**src/rtl/clkgen_pkg.sv**
```systemverilog
package clkgen_pkg;

  typedef enum logic [1:0] {
    SPD_HIGH = 2'b00,
    SPD_MID  = 2'b01,
    SPD_LOW  = 2'b10
  } speed_e;

  typedef enum logic [2:0] {
    PS_RUN,
    PS_PARK_W,
    PS_PARK_S,
    PS_HALT_W,
    PS_HALT_S
  } pwr_state_e;

  // 11 is folded onto the middle ratio
  function automatic speed_e speed_decode(input logic [1:0] raw);
    case (raw)
      2'b00:   return SPD_HIGH;
      2'b10:   return SPD_LOW;
      default: return SPD_MID;
    endcase
  endfunction

endpackage

```
**src/rtl/clkgen_sub_sync.sv**
```systemverilog
module clkgen_sub_sync #(
  parameter int STAGES = 2
) (
  input  logic clk,
  input  logic rst_n,
  input  logic din,
  output logic rise
);
  logic [STAGES-1:0] sync_q;
  logic [STAGES-1:0] sync_d;
  logic              prev_q;

  always_comb begin
    sync_d = {sync_q[STAGES-2:0], din};
  end

  always_ff @(posedge clk or negedge rst_n) begin
    if (!rst_n) begin
      sync_q <= '0;
      prev_q <= 1'b0;
    end else begin
      sync_q <= sync_d;
      prev_q <= sync_q[STAGES-1];
    end
  end

  assign rise = sync_q[STAGES-1] & ~prev_q;
endmodule

```
**src/rtl/clkgen_pwr_seq.sv**
```systemverilog
module clkgen_pwr_seq
  import clkgen_pkg::*;
(
  input  logic clk,
  input  logic rst_n,
  input  logic wait_req,
  input  logic stop_req,
  input  logic wake,
  input  logic parked,
  output logic hold_req,
  output logic in_wait,
  output logic in_stop
);
  pwr_state_e state_q, state_d;

  always_comb begin
    state_d = state_q;
    case (state_q)
      PS_RUN: begin
        if (stop_req)      state_d = PS_PARK_S;
        else if (wait_req) state_d = PS_PARK_W;
      end
      PS_PARK_W: if (parked) state_d = PS_HALT_W;
      PS_PARK_S: if (parked) state_d = PS_HALT_S;
      PS_HALT_W: if (wake)   state_d = PS_RUN;
      PS_HALT_S: if (wake)   state_d = PS_RUN;
      default:               state_d = PS_RUN;
    endcase
  end

  always_ff @(posedge clk or negedge rst_n) begin
    if (!rst_n) state_q <= PS_RUN;
    else        state_q <= state_d;
  end

  assign hold_req = (state_q != PS_RUN);
  assign in_wait  = (state_q == PS_HALT_W);
  assign in_stop  = (state_q == PS_HALT_S);
endmodule

```
**src/rtl/clkgen_osc_ctl.sv**
```systemverilog
module clkgen_osc_ctl (
  input  logic clk,
  input  logic rst_n,
  input  logic main_off,
  input  logic sub_on,
  input  logic act_low,
  input  logic in_wait,
  input  logic in_stop,
  output logic main_en,
  output logic sub_en
);
  logic main_q, main_d, sub_q, sub_d, upd;

  always_comb begin
    upd = ~in_wait;
    if (in_stop) begin
      main_d = 1'b0;
      sub_d  = 1'b0;
    end else begin
      main_d = ~(main_off & act_low);
      sub_d  = sub_on;
    end
  end

  always_ff @(posedge clk or negedge rst_n) begin
    if (!rst_n) begin
      main_q <= 1'b1;
      sub_q  <= 1'b0;
    end else if (upd) begin
      main_q <= main_d;
      sub_q  <= sub_d;
    end
  end

  assign main_en = main_q;
  assign sub_en  = sub_q;
endmodule

```
**src/rtl/clkgen_divider.sv**
```systemverilog
module clkgen_divider
  import clkgen_pkg::*;
#(
  parameter int MID_DIV  = 8,
  parameter int HIGH_DIV = 2
) (
  input  logic   clk,
  input  logic   rst_n,
  input  speed_e req_mode,
  input  logic   sub_rise,
  input  logic   hold_req,
  output logic   sys_clk,
  output logic   parked,
  output speed_e act_mode
);
  localparam int MID_HALF  = MID_DIV / 2;
  localparam int HIGH_HALF = HIGH_DIV / 2;
  localparam int CNT_W     = (MID_HALF > 1) ? $clog2(MID_HALF) : 1;
  localparam logic [CNT_W-1:0] MID_LAST  = CNT_W'(MID_HALF - 1);
  localparam logic [CNT_W-1:0] HIGH_LAST = CNT_W'(HIGH_HALF - 1);

  logic [CNT_W-1:0] cnt_q, cnt_d, half_last;
  logic             clk_q, clk_d, park_q, park_d, armed_q, armed_d, tick;
  speed_e           mode_q, mode_d;

  always_comb begin
    cnt_d     = cnt_q;
    clk_d     = clk_q;
    park_d    = park_q;
    armed_d   = armed_q;
    mode_d    = mode_q;
    half_last = (mode_q == SPD_MID) ? MID_LAST : HIGH_LAST;
    tick      = (mode_q == SPD_LOW) ? (sub_rise & armed_q) : (cnt_q == half_last);
    if (park_q) begin
      if (!hold_req) begin
        park_d  = 1'b0;
        cnt_d   = '0;
        armed_d = 1'b0;
      end
    end else begin
      if (mode_q == SPD_LOW) begin
        cnt_d = '0;
        if (sub_rise) armed_d = 1'b1;
      end else begin
        cnt_d = tick ? '0 : cnt_q + 1'b1;
      end
      if (tick) begin
        if (!clk_q) begin
          clk_d = 1'b1;
        end else if (hold_req) begin
          park_d  = 1'b1;
          armed_d = 1'b0;
        end else if (req_mode != mode_q) begin
          mode_d  = req_mode;
          cnt_d   = '0;
          armed_d = 1'b0;
        end else begin
          clk_d = 1'b0;
        end
      end
    end
  end

  always_ff @(posedge clk or negedge rst_n) begin
    if (!rst_n) begin
      cnt_q   <= '0;
      clk_q   <= 1'b1;
      park_q  <= 1'b0;
      armed_q <= 1'b0;
      mode_q  <= SPD_MID;
    end else begin
      cnt_q   <= cnt_d;
      clk_q   <= clk_d;
      park_q  <= park_d;
      armed_q <= armed_d;
      mode_q  <= mode_d;
    end
  end

  assign sys_clk  = clk_q;
  assign parked   = park_q;
  assign act_mode = mode_q;
endmodule

```
**src/rtl/sysclk_gen.sv**
```systemverilog
module sysclk_gen
  import clkgen_pkg::*;
#(
  parameter int N_IRQ       = 4,
  parameter int MID_DIV     = 8,
  parameter int HIGH_DIV    = 2,
  parameter int SYNC_STAGES = 2
) (
  input  logic             clk_main,
  input  logic             rst_n,
  input  logic             sub_osc_in,
  input  logic [1:0]       speed_sel,
  input  logic             main_osc_off,
  input  logic             sub_osc_on,
  input  logic             wait_req,
  input  logic             stop_req,
  input  logic [N_IRQ-1:0] irq_req,
  input  logic [N_IRQ-1:0] irq_en,
  output logic             sys_clk,
  output logic             main_osc_en,
  output logic             sub_osc_en,
  output logic             sub_osc_hiz
);
  logic [1:0]       rst_pipe;
  logic             rst_int, sub_rise, wake, parked, hold_req, in_wait, in_stop;
  logic [N_IRQ-1:0] irq_hit;
  speed_e           act_mode;

  always_ff @(posedge clk_main or negedge rst_n) begin
    if (!rst_n) rst_pipe <= 2'b00;
    else        rst_pipe <= {rst_pipe[0], 1'b1};
  end
  assign rst_int = rst_pipe[1];

  for (genvar i = 0; i < N_IRQ; i++) begin : g_irq
    assign irq_hit[i] = irq_req[i] & irq_en[i];
  end
  assign wake = |irq_hit;

  clkgen_sub_sync #(.STAGES(SYNC_STAGES)) u_sync (
    .clk(clk_main), .rst_n(rst_int), .din(sub_osc_in), .rise(sub_rise)
  );

  clkgen_pwr_seq u_seq (
    .clk(clk_main), .rst_n(rst_int), .wait_req(wait_req), .stop_req(stop_req),
    .wake(wake), .parked(parked), .hold_req(hold_req),
    .in_wait(in_wait), .in_stop(in_stop)
  );

  clkgen_divider #(.MID_DIV(MID_DIV), .HIGH_DIV(HIGH_DIV)) u_div (
    .clk(clk_main), .rst_n(rst_int), .req_mode(speed_decode(speed_sel)),
    .sub_rise(sub_rise), .hold_req(hold_req), .sys_clk(sys_clk),
    .parked(parked), .act_mode(act_mode)
  );

  clkgen_osc_ctl u_osc (
    .clk(clk_main), .rst_n(rst_int), .main_off(main_osc_off), .sub_on(sub_osc_on),
    .act_low(act_mode == SPD_LOW), .in_wait(in_wait), .in_stop(in_stop),
    .main_en(main_osc_en), .sub_en(sub_osc_en)
  );

  assign sub_osc_hiz = ~sub_osc_en;
endmodule

```
**config.mk**
```make
export PLATFORM = sky130hd
export DESIGN_NAME = sysclk_gen
export DESIGN_NICKNAME = d
export VERILOG_FILES = /design/src/rtl/clkgen_pkg.sv /design/src/rtl/clkgen_sub_sync.sv /design/src/rtl/clkgen_pwr_seq.sv /design/src/rtl/clkgen_osc_ctl.sv /design/src/rtl/clkgen_divider.sv /design/src/rtl/sysclk_gen.sv
export SDC_FILE = /design/constraint.sdc
export NUM_CORES = 1
export LEC_CHECK = 0
export CORE_MARGIN = 3
export CORE_UTILIZATION = 35
export CTS_BUF_LIST = sky130_fd_sc_hd__clkbuf_4 sky130_fd_sc_hd__clkbuf_8
export CTS_CLUSTER_SIZE = 20
export DETAILED_ROUTE_END_ITERATION = 6
export GPL_ROUTABILITY_DRIVEN = 1
export SLEW_MARGIN = 25
export SYNTH_ARGS = -nofsm -noshare
export SYNTH_HDL_FRONTEND = slang
export SYNTH_HIERARCHICAL = 1
export SYNTH_SLANG_ARGS = --single-unit
```
**constraint.sdc**
```tcl
create_clock -name clk_main -period 1.6 [get_ports clk_main]
set_input_delay 0.4 -clock clk_main [delete_from_list [all_inputs] [get_ports clk_main]]
set_output_delay 0.4 -clock clk_main [all_outputs]
set_load 0.05 [all_outputs]
```
==> impl_metrics.ini <==
[timing]
final_critical_path_setup_slack_ps = -303
worst_slew_pin_slew_ps = 602
fmax_mhz = 526
setup_viol = 3
fin_worst_skew_ps = 15.6
holdWs_ps = 233
final-max-slew-violation-count = 0
rsz0062_at_grt = true
final.period_utilization_pct = 119
timing.final.hold_violations = 0
slew_limit_headroom_pct = 59.9
timing.final.crit_period_ps = 1900

[synthesis]
yosys_warnings = 6
number_of_enable_type_register_cells_in_the_synthesized_netlist = 0
syn-num-nets = 95
dominantRegCellSynth = dfrtp_1
synthArstFlopShare_pct = 100
postSynthRegisterBits = 17
synth_area_per_cell_um2 = 11.5
synth_seq_area_share_pct = 48.0
synth_cells = 78
syn_area_um2 = 893
synth_cell_type_count = 36

[route]
initialDrtViolationCount = 8
vias = 689
dr.pass1.iters = 4
routed_wire_length_per_instance_um = 13.8
number_of_drc_violations_after_detailed_routing = 0
finalWirelength_um = 1910
detail-route-antenna-nets = 0
number_of_vias_per_cell_after_detailed_routing = 4.99

[die]
core_area_mm2 = 0.00232
io_pins = 21
die_width_um = 56.5
row_count = 17
initial_utilization_pct = 38.5
die-height_um = 56.5
die-area_mm2 = 0.00319

[worst_setup_path]
critPathTopFamily = flip-flops
critPathRequiredTime_ps = 1790
crit_fanout = 4
critical_path_arrival_ps = 2090
endpoint_kind = register
worst_setup_path_start_kind = register
worstPathBufferInverterCount = 0
critical_path.cell_chain = xor2_1, o311a_4, or4b_4, mux2_4
largest_stage_delay_on_the_critical_path_ps = 580
critPathKind = reg2reg
critical_path.slowest_cell = dfstp_2

[placement]
detailed_place.area_mm2 = 0.00122
io_buffer_count = 20
place_hpwl_um = 1440
globalplace.congestion = 0.767

[outcome]
failed_checks = setup timing
run_status = complete, but fails checks

[final_layout]
final_util_pct = 55.3
final_nets = 128
antenna_cell_count = 0
fin_area_mm2 = 0.00128
layout-drive-gt1-share_pct = 33.6
area_delta_synth_final_pct = 43.6

[run]
timing.max_cap.violations = 0

[power]
p_per_area_mw_per_mm2 = 1760
p_leak_uw = 0.000561
ir_drop_worst_vdd_v = 0.000971

[clock_tree]
cts_sinks = 17
ctsHtreeMaxLevel = 1
clkLatencyLatePin_ps = 290
tritoncts = done
cts_buffers = 3
clk_pin_slew_ps = 100
ctsLongestPathBuffers = 2
ctsHoldBuffers = 0
number_of_buffers_added_for_setup_after_cts = 0
clock_tree.root_cell = clkbuf_4

[worst_hold_path]
worst_hold_path_type = reg2async

[global_routing]
globalRouteOverflowTotal = 0
first_global_vias = 728
grt_start_max_net_pins = 16
antenna_found_initial = 0
global_route.usage.total_pct = 12.8
grt_first_pass_wirelength_um = 3190
[per-stage QoR]
stage	worst slack, ps	TNS, ps	total power [uW]	std cells
floorplan	-333	-625	1480	78
global placement	-245	-852	1890	134
detailed placement	-284	-999	1930	134
CTS	-303	-566	2250	138
global route	-328	-651	2390	138
finish	-303	-580	2250	138
[repair_timing]
item,in CTS,in global routing
pin swaps,0,2
gates resized for setup,5,1
gates cloned,0,0
setup endpoints to repair,4,4
[placed cells by master (no fill, tap or decap), types with 2 or more instances in the layout]
| cell type | n |
|---|---|
| a22oi_1 | 2 |
| nor2b_1 | 4 |
| xor2_1 | 3 |
| clkbuf_4 | 4 |
| nand3_1 | 3 |
| buf_12 | 4 |
| o31ai_1 | 3 |
| mux2_4 | 4 |
| a21oi_1 | 3 |
| or3b_1 | 2 |
| dfrtp_1 | 14 |
| nor2_1 | 3 |
| nand4b_1 | 2 |
| dfstp_2 | 3 |
| buf_4 | 13 |
| nand2_1 | 4 |
| clkdlybuf4s50_1 | 16 |
| inv_1 | 2 |
[logic make-up (layout without fill, tap and decap cells)]
logic type                after synthesis  after routing  synth area share, %
AOI/OAI and AO/OA                      17             17                 15.4
xor gates and xnor gates                4              4                 3.92
buffers and inverters                   7             39                 5.46
DFF                                    17             17                 48.0
muxes                                   5              5                 7.42
other                                   1              1                0.420
and+or+nand+nor                        27             27                 19.3
[registers in the layout, summed over array words and instances, names as in the netlist]
name and count:
rst_pipe 2, u_div/act_mode 2, u_div/armed_q 1, u_div/cnt_q 2, u_div/parked 1, u_div/sys_clk 1, u_osc/main_en 1, u_osc/sub_en 1
u_seq/state_q 3, u_sync/prev_q 1, u_sync/sync_q 2
[cells in the mapped netlist (all sizes together), types with 2 or more instances]
| cell type | count | area share [%] |
|---|---|---|
| nand4b | 2 | 2.0 |
| xor2 | 3 | 2.9 |
| nand3 | 3 | 1.7 |
| a21oi | 3 | 1.7 |
| or3b | 2 | 2.0 |
| dfrtp | 14 | 39 |
| buf | 3 | 3.8 |
| nor2b | 5 | 4.3 |
| inv | 2 | 0.84 |
| mux2 | 4 | 6.3 |
| o31ai | 3 | 2.5 |
| dfstp | 3 | 8.8 |
| nor3b | 2 | 1.7 |
| clkbuf | 2 | 0.84 |
| o21ai | 2 | 1.1 |
| nor2 | 4 | 1.7 |
| a22oi | 2 | 1.7 |
| nand2 | 4 | 1.7 |
[area by class of cell]
class / count / area [um2]
Clock buffer: 4 / 30.0
Timing Repair Buffer: 33 / 338
Fill cell: 206 / 1040
Tap cell: 28 / 35.0
Sequential cell: 17 / 429
Inverter: 2 / 7.51
Multi-Input combinational cell: 54 / 443
[worst paths after layout]
check                                                    from                             to  slack, ps  cells past startpoint
max in group asynchronous               rst_pipe[1]$_DFF_PN0_         u_div/parked$_DFF_PN0_        960                      0
worst min register to register          rst_pipe[1]$_DFF_PN0_      u_div/armed_q$_DFFE_PN0P_        230                      0
worst min-delay path                    rst_pipe[1]$_DFF_PN0_      u_div/armed_q$_DFFE_PN0P_        230                      0
worst max register to register  u_div/act_mode[0]$_DFFE_PN1P_  u_div/act_mode[1]$_DFFE_PN0P_       -300                      4
min in group clk_main                   rst_pipe[0]$_DFF_PN0_          rst_pipe[1]$_DFF_PN0_        360                      0
worst max-delay path            u_div/act_mode[0]$_DFFE_PN1P_  u_div/act_mode[1]$_DFFE_PN0P_       -300                      4
[report_power, final]
part / switching [uW] / leakage, uW / internal, uW
logic: 602 / 0.000338 / 706
registers: 123 / 0.000205 / 584
clock network: 127 / 0.0000184 / 114
total: 852 / 0.000561 / 1400
[per-layer routing]
metal | part of all wire, % | global-route usage [%] | vias to the layer above | wire length [um]
met2 | 54 | 21.8 | 23 | 1020
li1 | - | - | 336 | -
met5 | 0 | 0 | - | 0
met4 | 0.52 | 4.07 | 0 | 10
met3 | 5.3 | 4.60 | 2 | 102
met1 | 41 | 14.8 | 328 | 774
Note: power is estimated with default switching activity, not from simulation.
